**src/rtl/twin_timer_pkg.sv**
```systemverilog
package twin_timer_pkg;
  parameter int BYTE_W = 8;
  parameter int PRE_W  = 5;
  parameter int ADDR_W = 3;

  typedef enum logic [1:0] {
    MODE_PRE    = 2'b00,
    MODE_WIDE   = 2'b01,
    MODE_RELOAD = 2'b10,
    MODE_SPLIT  = 2'b11
  } tmode_t;

  // strobes from control to datapath
  typedef struct packed {
    logic [1:0]        tick;
    logic              hiTick;
    logic              cascade;
    tmode_t            mode0;
    tmode_t            mode1;
    logic [3:0]        wrByte;
    logic [BYTE_W-1:0] wrData;
  } strobe_t;

  typedef struct packed {
    logic [BYTE_W-1:0] lo;
    logic [BYTE_W-1:0] hi;
    logic              carry;
  } step_t;

  function automatic step_t stepPair(tmode_t m, logic [BYTE_W-1:0] lo, logic [BYTE_W-1:0] hi);
    step_t r;
    logic [BYTE_W+PRE_W-1:0] v13;
    logic [2*BYTE_W-1:0] v16;
    r.lo = lo;
    r.hi = hi;
    r.carry = 1'b0;
    v13 = {hi, lo[PRE_W-1:0]};
    v16 = {hi, lo};
    case (m)
      MODE_PRE: begin
        r.carry = &v13;
        v13 = v13 + (BYTE_W+PRE_W)'(1);
        r.hi = v13[BYTE_W+PRE_W-1:PRE_W];
        r.lo = {lo[BYTE_W-1:PRE_W], v13[PRE_W-1:0]};
      end
      MODE_WIDE: begin
        r.carry = &v16;
        v16 = v16 + (2*BYTE_W)'(1);
        r.hi = v16[2*BYTE_W-1:BYTE_W];
        r.lo = v16[BYTE_W-1:0];
      end
      MODE_RELOAD: begin
        r.carry = &lo;
        r.lo = r.carry ? hi : lo + BYTE_W'(1);
      end
      default: ;
    endcase
    return r;
  endfunction
endpackage

```
**src/rtl/twin_timer_ctrl.sv**
```systemverilog
module twin_timer_ctrl
  import twin_timer_pkg::*;
#(
  parameter int DIV_RATIO = 12
) (
  input  logic              clk,
  input  logic              rstN,
  input  logic [1:0]        extPin,
  input  logic [1:0]        gatePin,
  input  logic              wrEn,
  input  logic [ADDR_W-1:0] addr,
  input  logic [BYTE_W-1:0] wrData,
  output strobe_t           strb,
  output logic [BYTE_W-1:0] modeByte,
  output logic [2:0]        ctrlBits
);
  localparam int DIV_W = $clog2(DIV_RATIO);

  logic [DIV_W-1:0] divCnt;
  logic divTick;
  logic [1:0] smp, prv, fall, srcEv, enable;
  tmode_t mode [2];
  logic [1:0] ctSel, gateOn, run;
  logic cascade;
  logic [3:0] wrByte;
  logic wrC0, wrC1;

  assign divTick = (divCnt == DIV_W'(DIV_RATIO - 1));

  always_ff @(posedge clk or negedge rstN) begin
    if (!rstN) begin
      divCnt <= '0;
      smp <= '0;
      prv <= '0;
    end else begin
      divCnt <= divTick ? '0 : divCnt + DIV_W'(1);
      smp <= extPin;
      prv <= smp;
    end
  end

  assign fall = prv & ~smp;

  always_ff @(posedge clk or negedge rstN) begin
    if (!rstN) begin
      mode[0] <= MODE_PRE;
      mode[1] <= MODE_PRE;
      ctSel <= '0;
      gateOn <= '0;
      run <= '0;
      cascade <= 1'b0;
    end else if (wrEn) begin
      if (addr == ADDR_W'(4)) begin
        mode[0]   <= tmode_t'(wrData[1:0]);
        ctSel[0]  <= wrData[2];
        gateOn[0] <= wrData[3];
        mode[1]   <= tmode_t'(wrData[5:4]);
        ctSel[1]  <= wrData[6];
        gateOn[1] <= wrData[7];
      end else if (addr == ADDR_W'(5)) begin
        run <= wrData[1:0];
        cascade <= wrData[2];
      end
    end
  end

  for (genvar i = 0; i < 2; i++) begin : g_src
    assign srcEv[i]  = ctSel[i] ? fall[i] : divTick;
    assign enable[i] = run[i] & (~gateOn[i] | gatePin[i]) & srcEv[i];
  end

  for (genvar b = 0; b < 4; b++) begin : g_wr
    assign wrByte[b] = wrEn & (addr == ADDR_W'(b));
  end

  assign wrC0 = wrByte[0] | wrByte[1];
  assign wrC1 = wrByte[2] | wrByte[3];

  always_comb begin
    strb = '0;
    strb.cascade = cascade;
    strb.mode0 = mode[0];
    strb.mode1 = mode[1];
    strb.wrByte = wrByte;
    strb.wrData = wrData;
    if (cascade) begin
      strb.tick[0] = enable[0] & ~(wrC0 | wrC1);
    end else begin
      strb.tick[0] = enable[0] & ~wrC0;
      strb.hiTick  = (mode[0] == MODE_SPLIT) & run[1] & divTick & ~wrC0;
      strb.tick[1] = (mode[1] != MODE_SPLIT) & enable[1] & ~wrC1;
    end
  end

  assign modeByte = {gateOn[1], ctSel[1], mode[1], gateOn[0], ctSel[0], mode[0]};
  assign ctrlBits = {cascade, run};
endmodule

```
**src/rtl/twin_timer_dp.sv**
```systemverilog
module twin_timer_dp
  import twin_timer_pkg::*;
(
  input  logic              clk,
  input  logic              rstN,
  input  strobe_t           strb,
  input  logic [1:0]        ackIn,
  output logic [BYTE_W-1:0] lo0,
  output logic [BYTE_W-1:0] hi0,
  output logic [BYTE_W-1:0] lo1,
  output logic [BYTE_W-1:0] hi1,
  output logic [1:0]        flag
);
  localparam int WIDE_W = 4 * BYTE_W;

  logic [BYTE_W-1:0] nLo0, nHi0, nLo1, nHi1;
  logic [1:0] setFlag;
  logic [WIDE_W-1:0] v32;
  step_t s0, s1;

  always_comb begin
    nLo0 = lo0; nHi0 = hi0; nLo1 = lo1; nHi1 = hi1;
    setFlag = '0;
    v32 = {hi1, lo1, hi0, lo0};
    s0 = stepPair(strb.mode0, lo0, hi0);
    s1 = stepPair(strb.mode1, lo1, hi1);
    if (strb.cascade) begin
      if (strb.tick[0]) begin
        setFlag[1] = &v32;
        v32 = v32 + WIDE_W'(1);
        {nHi1, nLo1, nHi0, nLo0} = v32;
      end
    end else begin
      if (strb.mode0 == MODE_SPLIT) begin
        if (strb.tick[0]) begin
          nLo0 = lo0 + BYTE_W'(1);
          setFlag[0] = &lo0;
        end
        if (strb.hiTick) begin
          nHi0 = hi0 + BYTE_W'(1);
          setFlag[1] = &hi0;
        end
      end else if (strb.tick[0]) begin
        nLo0 = s0.lo;
        nHi0 = s0.hi;
        setFlag[0] = s0.carry;
      end
      if (strb.tick[1]) begin
        nLo1 = s1.lo;
        nHi1 = s1.hi;
        if (strb.mode0 != MODE_SPLIT) setFlag[1] = s1.carry;
      end
    end
  end

  always_ff @(posedge clk or negedge rstN) begin
    if (!rstN) begin
      lo0 <= '0; hi0 <= '0; lo1 <= '0; hi1 <= '0;
    end else begin
      lo0 <= strb.wrByte[0] ? strb.wrData : nLo0;
      hi0 <= strb.wrByte[1] ? strb.wrData : nHi0;
      lo1 <= strb.wrByte[2] ? strb.wrData : nLo1;
      hi1 <= strb.wrByte[3] ? strb.wrData : nHi1;
    end
  end

  for (genvar i = 0; i < 2; i++) begin : g_flag
    always_ff @(posedge clk or negedge rstN) begin
      if (!rstN) flag[i] <= 1'b0;
      else if (setFlag[i]) flag[i] <= 1'b1;
      else if (ackIn[i]) flag[i] <= 1'b0;
    end
  end
endmodule

```
**src/rtl/twin_timer.sv**
```systemverilog
module twin_timer
  import twin_timer_pkg::*;
#(
  parameter int DIV_RATIO = 12
) (
  input  logic              clk,
  input  logic              rstN,
  input  logic [1:0]        extPin,
  input  logic [1:0]        gatePin,
  input  logic [1:0]        ackIn,
  input  logic              wrEn,
  input  logic [ADDR_W-1:0] addr,
  input  logic [BYTE_W-1:0] wrData,
  output logic [BYTE_W-1:0] rdData,
  output logic [1:0]        ovfFlag
);
  strobe_t strb;
  logic [BYTE_W-1:0] modeByte, cntLo0, cntHi0, cntLo1, cntHi1;
  logic [2:0] ctrlBits;

  twin_timer_ctrl #(.DIV_RATIO(DIV_RATIO)) u_ctrl (
    .clk(clk), .rstN(rstN), .extPin(extPin), .gatePin(gatePin),
    .wrEn(wrEn), .addr(addr), .wrData(wrData),
    .strb(strb), .modeByte(modeByte), .ctrlBits(ctrlBits)
  );

  twin_timer_dp u_dp (
    .clk(clk), .rstN(rstN), .strb(strb), .ackIn(ackIn),
    .lo0(cntLo0), .hi0(cntHi0), .lo1(cntLo1), .hi1(cntHi1), .flag(ovfFlag)
  );

  always_comb begin
    case (addr)
      ADDR_W'(0): rdData = cntLo0;
      ADDR_W'(1): rdData = cntHi0;
      ADDR_W'(2): rdData = cntLo1;
      ADDR_W'(3): rdData = cntHi1;
      ADDR_W'(4): rdData = modeByte;
      ADDR_W'(5): rdData = BYTE_W'({ovfFlag, ctrlBits});
      default:    rdData = '0;
    endcase
  end
endmodule

```
**config.mk**
```make
export PLATFORM = sky130hd
export DESIGN_NAME = twin_timer
export DESIGN_NICKNAME = d
export VERILOG_FILES = /design/src/rtl/twin_timer_pkg.sv /design/src/rtl/twin_timer_ctrl.sv /design/src/rtl/twin_timer_dp.sv /design/src/rtl/twin_timer.sv
export SDC_FILE = /design/constraint.sdc
export NUM_CORES = 1
export LEC_CHECK = 0
export ABC_AREA = 1
export BUFFER_PORTS_ARGS = -buffer_cell sky130_fd_sc_hd__clkbuf_2
export CAP_MARGIN = 20
export CORE_MARGIN = 5
export CORE_UTILIZATION = 55
export DETAILED_ROUTE_END_ITERATION = 12
export PLACE_DENSITY = 0.73
export SETUP_SLACK_MARGIN = 0.02
export SLEW_MARGIN = 20
export SYNTH_ARGS = -nofsm -noshare
export SYNTH_HDL_FRONTEND = slang
export SYNTH_HIERARCHICAL = 1
export SYNTH_SLANG_ARGS = --single-unit
```
**constraint.sdc**
```tcl
create_clock -name clk -period 3.6 [get_ports clk]
set_input_delay 0.72 -clock clk [delete_from_list [all_inputs] [get_ports clk]]
set_output_delay 0.72 -clock clk [all_outputs]
set_load 0.01 [all_outputs]
```
==> metrics.txt <==
HP Class flop to flop; number of global-route vias before repair about 5600; mean post-synth cell area 6.05 um2; Chip Height between 100 and 150 um; clk buf depth 2; core outline area 10200 um2; H-Tree Level Count 2; Post-Route Skew between 0.01 and 0.015 ns; area delta synth->final 4.32%; Max-slew headroom 0.395; cell taking the most area after synthesis dfrtp_1; area of the multi-input gates 3610 um2; endpoint class of the critical path output port; number of remaining DRC errors 0; Total Die Area between 10000 and 15000 um2; largest family of logic cells by synthesized area simple AND/OR/NAND/NOR gates; maximum vdd drop 0.272 mV; cell count after synthesis between 900 and 1000; Ports 30; minimum clock period around 2.8 ns; CTS Buf Count 5; Worst-path clk slew 0.10 ns; Area contributors post-synth dfrtp_1 (23%), nand2_1 (20%), inv_1 (8.1%); RePlAce Congestion roughly 0.99; PD cells 557 nW/um2; XOR/XNOR share of the synthesized area 0.0199; number of max-cap violations 0; root buffer cell clkbuf_8; # setup viols final 0; pre-CTS setup slack ~0.75 ns; outcome completed; clock insertion delay at the later pin of the skew report 0.32 ns; Util after Layout 0.584; #FFs+latches synth between 50 and 60; EDFF count, synth 0; largest net degree at the start of global routing 38; clk sinks 53; final net count between 900 and 1000; Max Fclk 0.352 GHz; post-route ant nets 0; final hold vios 0; Port Buffer Count 29; initial antenna violation count 0; fillcell total approximately 1100; final worst setup slack about 0.76 ns; Final Total Pwr about 0.0033 W; actual slew at the worst max-slew pin 0.908 ns; RSZ-0062 raised after global routing false; Antenna Cells 0; total setup buffers inserted after CTS 0; Initial Util 0.560; Yosys top cell area share 0.231; Primary FF master, synth dfrtp_1; Ys Warns 6; Max Slew Vio Count 0; syn nets roughly 1000; WL/cell 17.9 um; CTS tree done; Yosys cell types between 40 and 50; adder-cell area share of the yosys netlist 0.0284; FF/Latch Area 1330 um2; total global routing track utilization 0.305; Overflow after GRT 0; cell area after synthesis roughly 5700 um2; Post-synth ARST share 1.00; # hold bufs at CTS 0; ratio of cells with drive above 1 in the final layout 0.117; crit share post-route 0.790; initial DRC count 701; Seq/Total Area, Yosys 0.231; first-pass GRT wire length 30500 um; crit path max fanout 24; DP HPWL about 15000 um; mux cell area share after synthesis 0; compound-gate portion of the synthesized area 0.134; Setup CP Type input pin to output port; Die Wd 112 um; row count 37; CP Data Arrival Time around 2.1 ns; CTS resizes 0; CP required about 2.9 ns; Leak roughly 3.0 nW; area share of and/or/nand/nor cells after synthesis 0.449; vias per inst between 5 and 6; sum of negative setup slack 0 ns; drt pass-1 iters 5; crit start category input pin; via count approximately 6400; post-detailed-routing wire length slightly below 20000 um
[cells by family (layout without fill, tap and decap cells)]
| family | after synthesis | in the layout |
|---|---|---|
| buffers and inverters | 171 | 182 |
| adders and majority gates | 13 | 13 |
| and+or+nand+nor | 567 | 567 |
| DFF | 53 | 53 |
| AOI/OAI and AO/OA | 131 | 131 |
| xor gates and xnor gates | 13 | 13 |
[final timing paths]
path | from | end | slack (ns) | depth (start not counted)
setup / recovery | addr[2] | rdData[7] | 0.76 | 7
max in group asynchronous | rstN | u_ctrl/divCnt[1] | 2.30 | 2
hold reg to reg | u_ctrl/smp[1] | u_ctrl/prv[1] | 0.39 | 0
hold / removal | u_ctrl/smp[1] | u_ctrl/prv[1] | 0.39 | 0
min in group asynchronous | rstN | u_dp/lo0[0] | 0.52 | 1
setup reg to reg | u_ctrl/divCnt[0] | u_dp/lo0[6] | 1.11 | 10
[per-layer routing]
| metal | GRT usage | part of all wire | up-vias |
|---|---|---|---|
| met2 | 0.468 | 0.43 | 403 |
| li1 | - | - | 3076 |
| met4 | 0.0857 | 0.025 | 0 |
| met5 | 0 | 0 | - |
| met3 | 0.0507 | 0.12 | 39 |
| met1 | 0.444 | 0.42 | 2896 |
[power by group]
part / internal [W] / switching, W / total [W]
Combinational: 0.000522 / 0.00101 / 0.00153
Sequential: 0.000773 / 0.000521 / 0.00129
Clock: 0.000280 / 0.000221 / 0.000501
Total: 0.00157 / 0.00175 / 0.00333
[through the flow]
stage | hold slack [ns] | cell area, um2 | cells
floorplan | 0.349 | 5730 | 948
detailed placement | 0.364 | 5840 | 1087
finish | 0.385 | 5980 | 1095
global placement | 0.357 | 5840 | 1087
CTS | 0.387 | 5980 | 1095
global route | 0.408 | 5980 | 1095
[critical path, stage by stage]
cell and delay, ns:
clkbuf_2 0.24, inv_2 0.37, nand3_1 0.27, o21ai_0 0.26, inv_1 0.06, nand2_1 0.07, clkbuf_2 0.13
[placed cells by master, fill, tap and decap left out, types with 9 or more instances in the layout]
| master | synthesis | layout |
|---|---|---|
| nand2_1 | 308 | 308 |
| inv_1 | 124 | 124 |
| nor2_1 | 87 | 87 |
| nand3_1 | 83 | 83 |
| dfrtp_1 | 53 | 53 |
| o21ai_0 | 50 | 50 |
| a21oi_1 | 37 | 37 |
| nand4_1 | 34 | 34 |
| clkbuf_2 | 1 | 28 |
| ha_1 | 13 | 13 |
| nor2_2 | 12 | 12 |
| xor2_1 | 11 | 11 |
| nand2_2 | 10 | 10 |
| o211ai_1 | 10 | 10 |
| buf_4 | 23 | 9 |
| nor2_4 | 9 | 9 |
[flip-flops by register name, indices dropped and copies added, names as in the netlist]
name / flops
u_dp/hi0: 8
u_dp/hi1: 8
u_dp/lo0: 8
u_dp/lo1: 8
u_ctrl/divCnt: 4
u_ctrl/modeByte: 4
u_ctrl/ctSel: 2
u_ctrl/gateOn: 2
u_ctrl/prv: 2
u_ctrl/run: 2
u_ctrl/smp: 2
u_dp/flag: 2
u_ctrl/cascade: 1
[Yosys cell counts (2+ instances only)]
master / count
nand2_1: 308
nand4_1: 34
buf_2: 6
nor2_1: 87
nand3_1: 83
xor2_1: 11
nand2_4: 4
ha_1: 13
nand3b_1: 3
nor3_1: 6
clkinv_2: 3
nor2_2: 12
o21ai_1: 8
a31oi_1: 2
o22ai_1: 3
clkinv_1: 2
nor2_4: 9
o221ai_1: 6
o211ai_1: 10
a21oi_1: 37
inv_1: 124
o21ai_2: 8
xnor2_1: 2
o21ai_0: 50
buf_6: 4
buf_4: 23
nand2_2: 10
nand3_2: 7
dfrtp_1: 53
inv_2: 6
[layout make-up]
type                            instances  share of cell area
Multi-Input combinational cell        724               0.604
Sequential cell                        53               0.222
Inverter                              136              0.0868
Timing Repair Buffer                   38              0.0356
Tap cell                              136              0.0285
Clock buffer                            5              0.0115
Clock inverter                          3              0.0115
(Power assumes the default switching activity.)
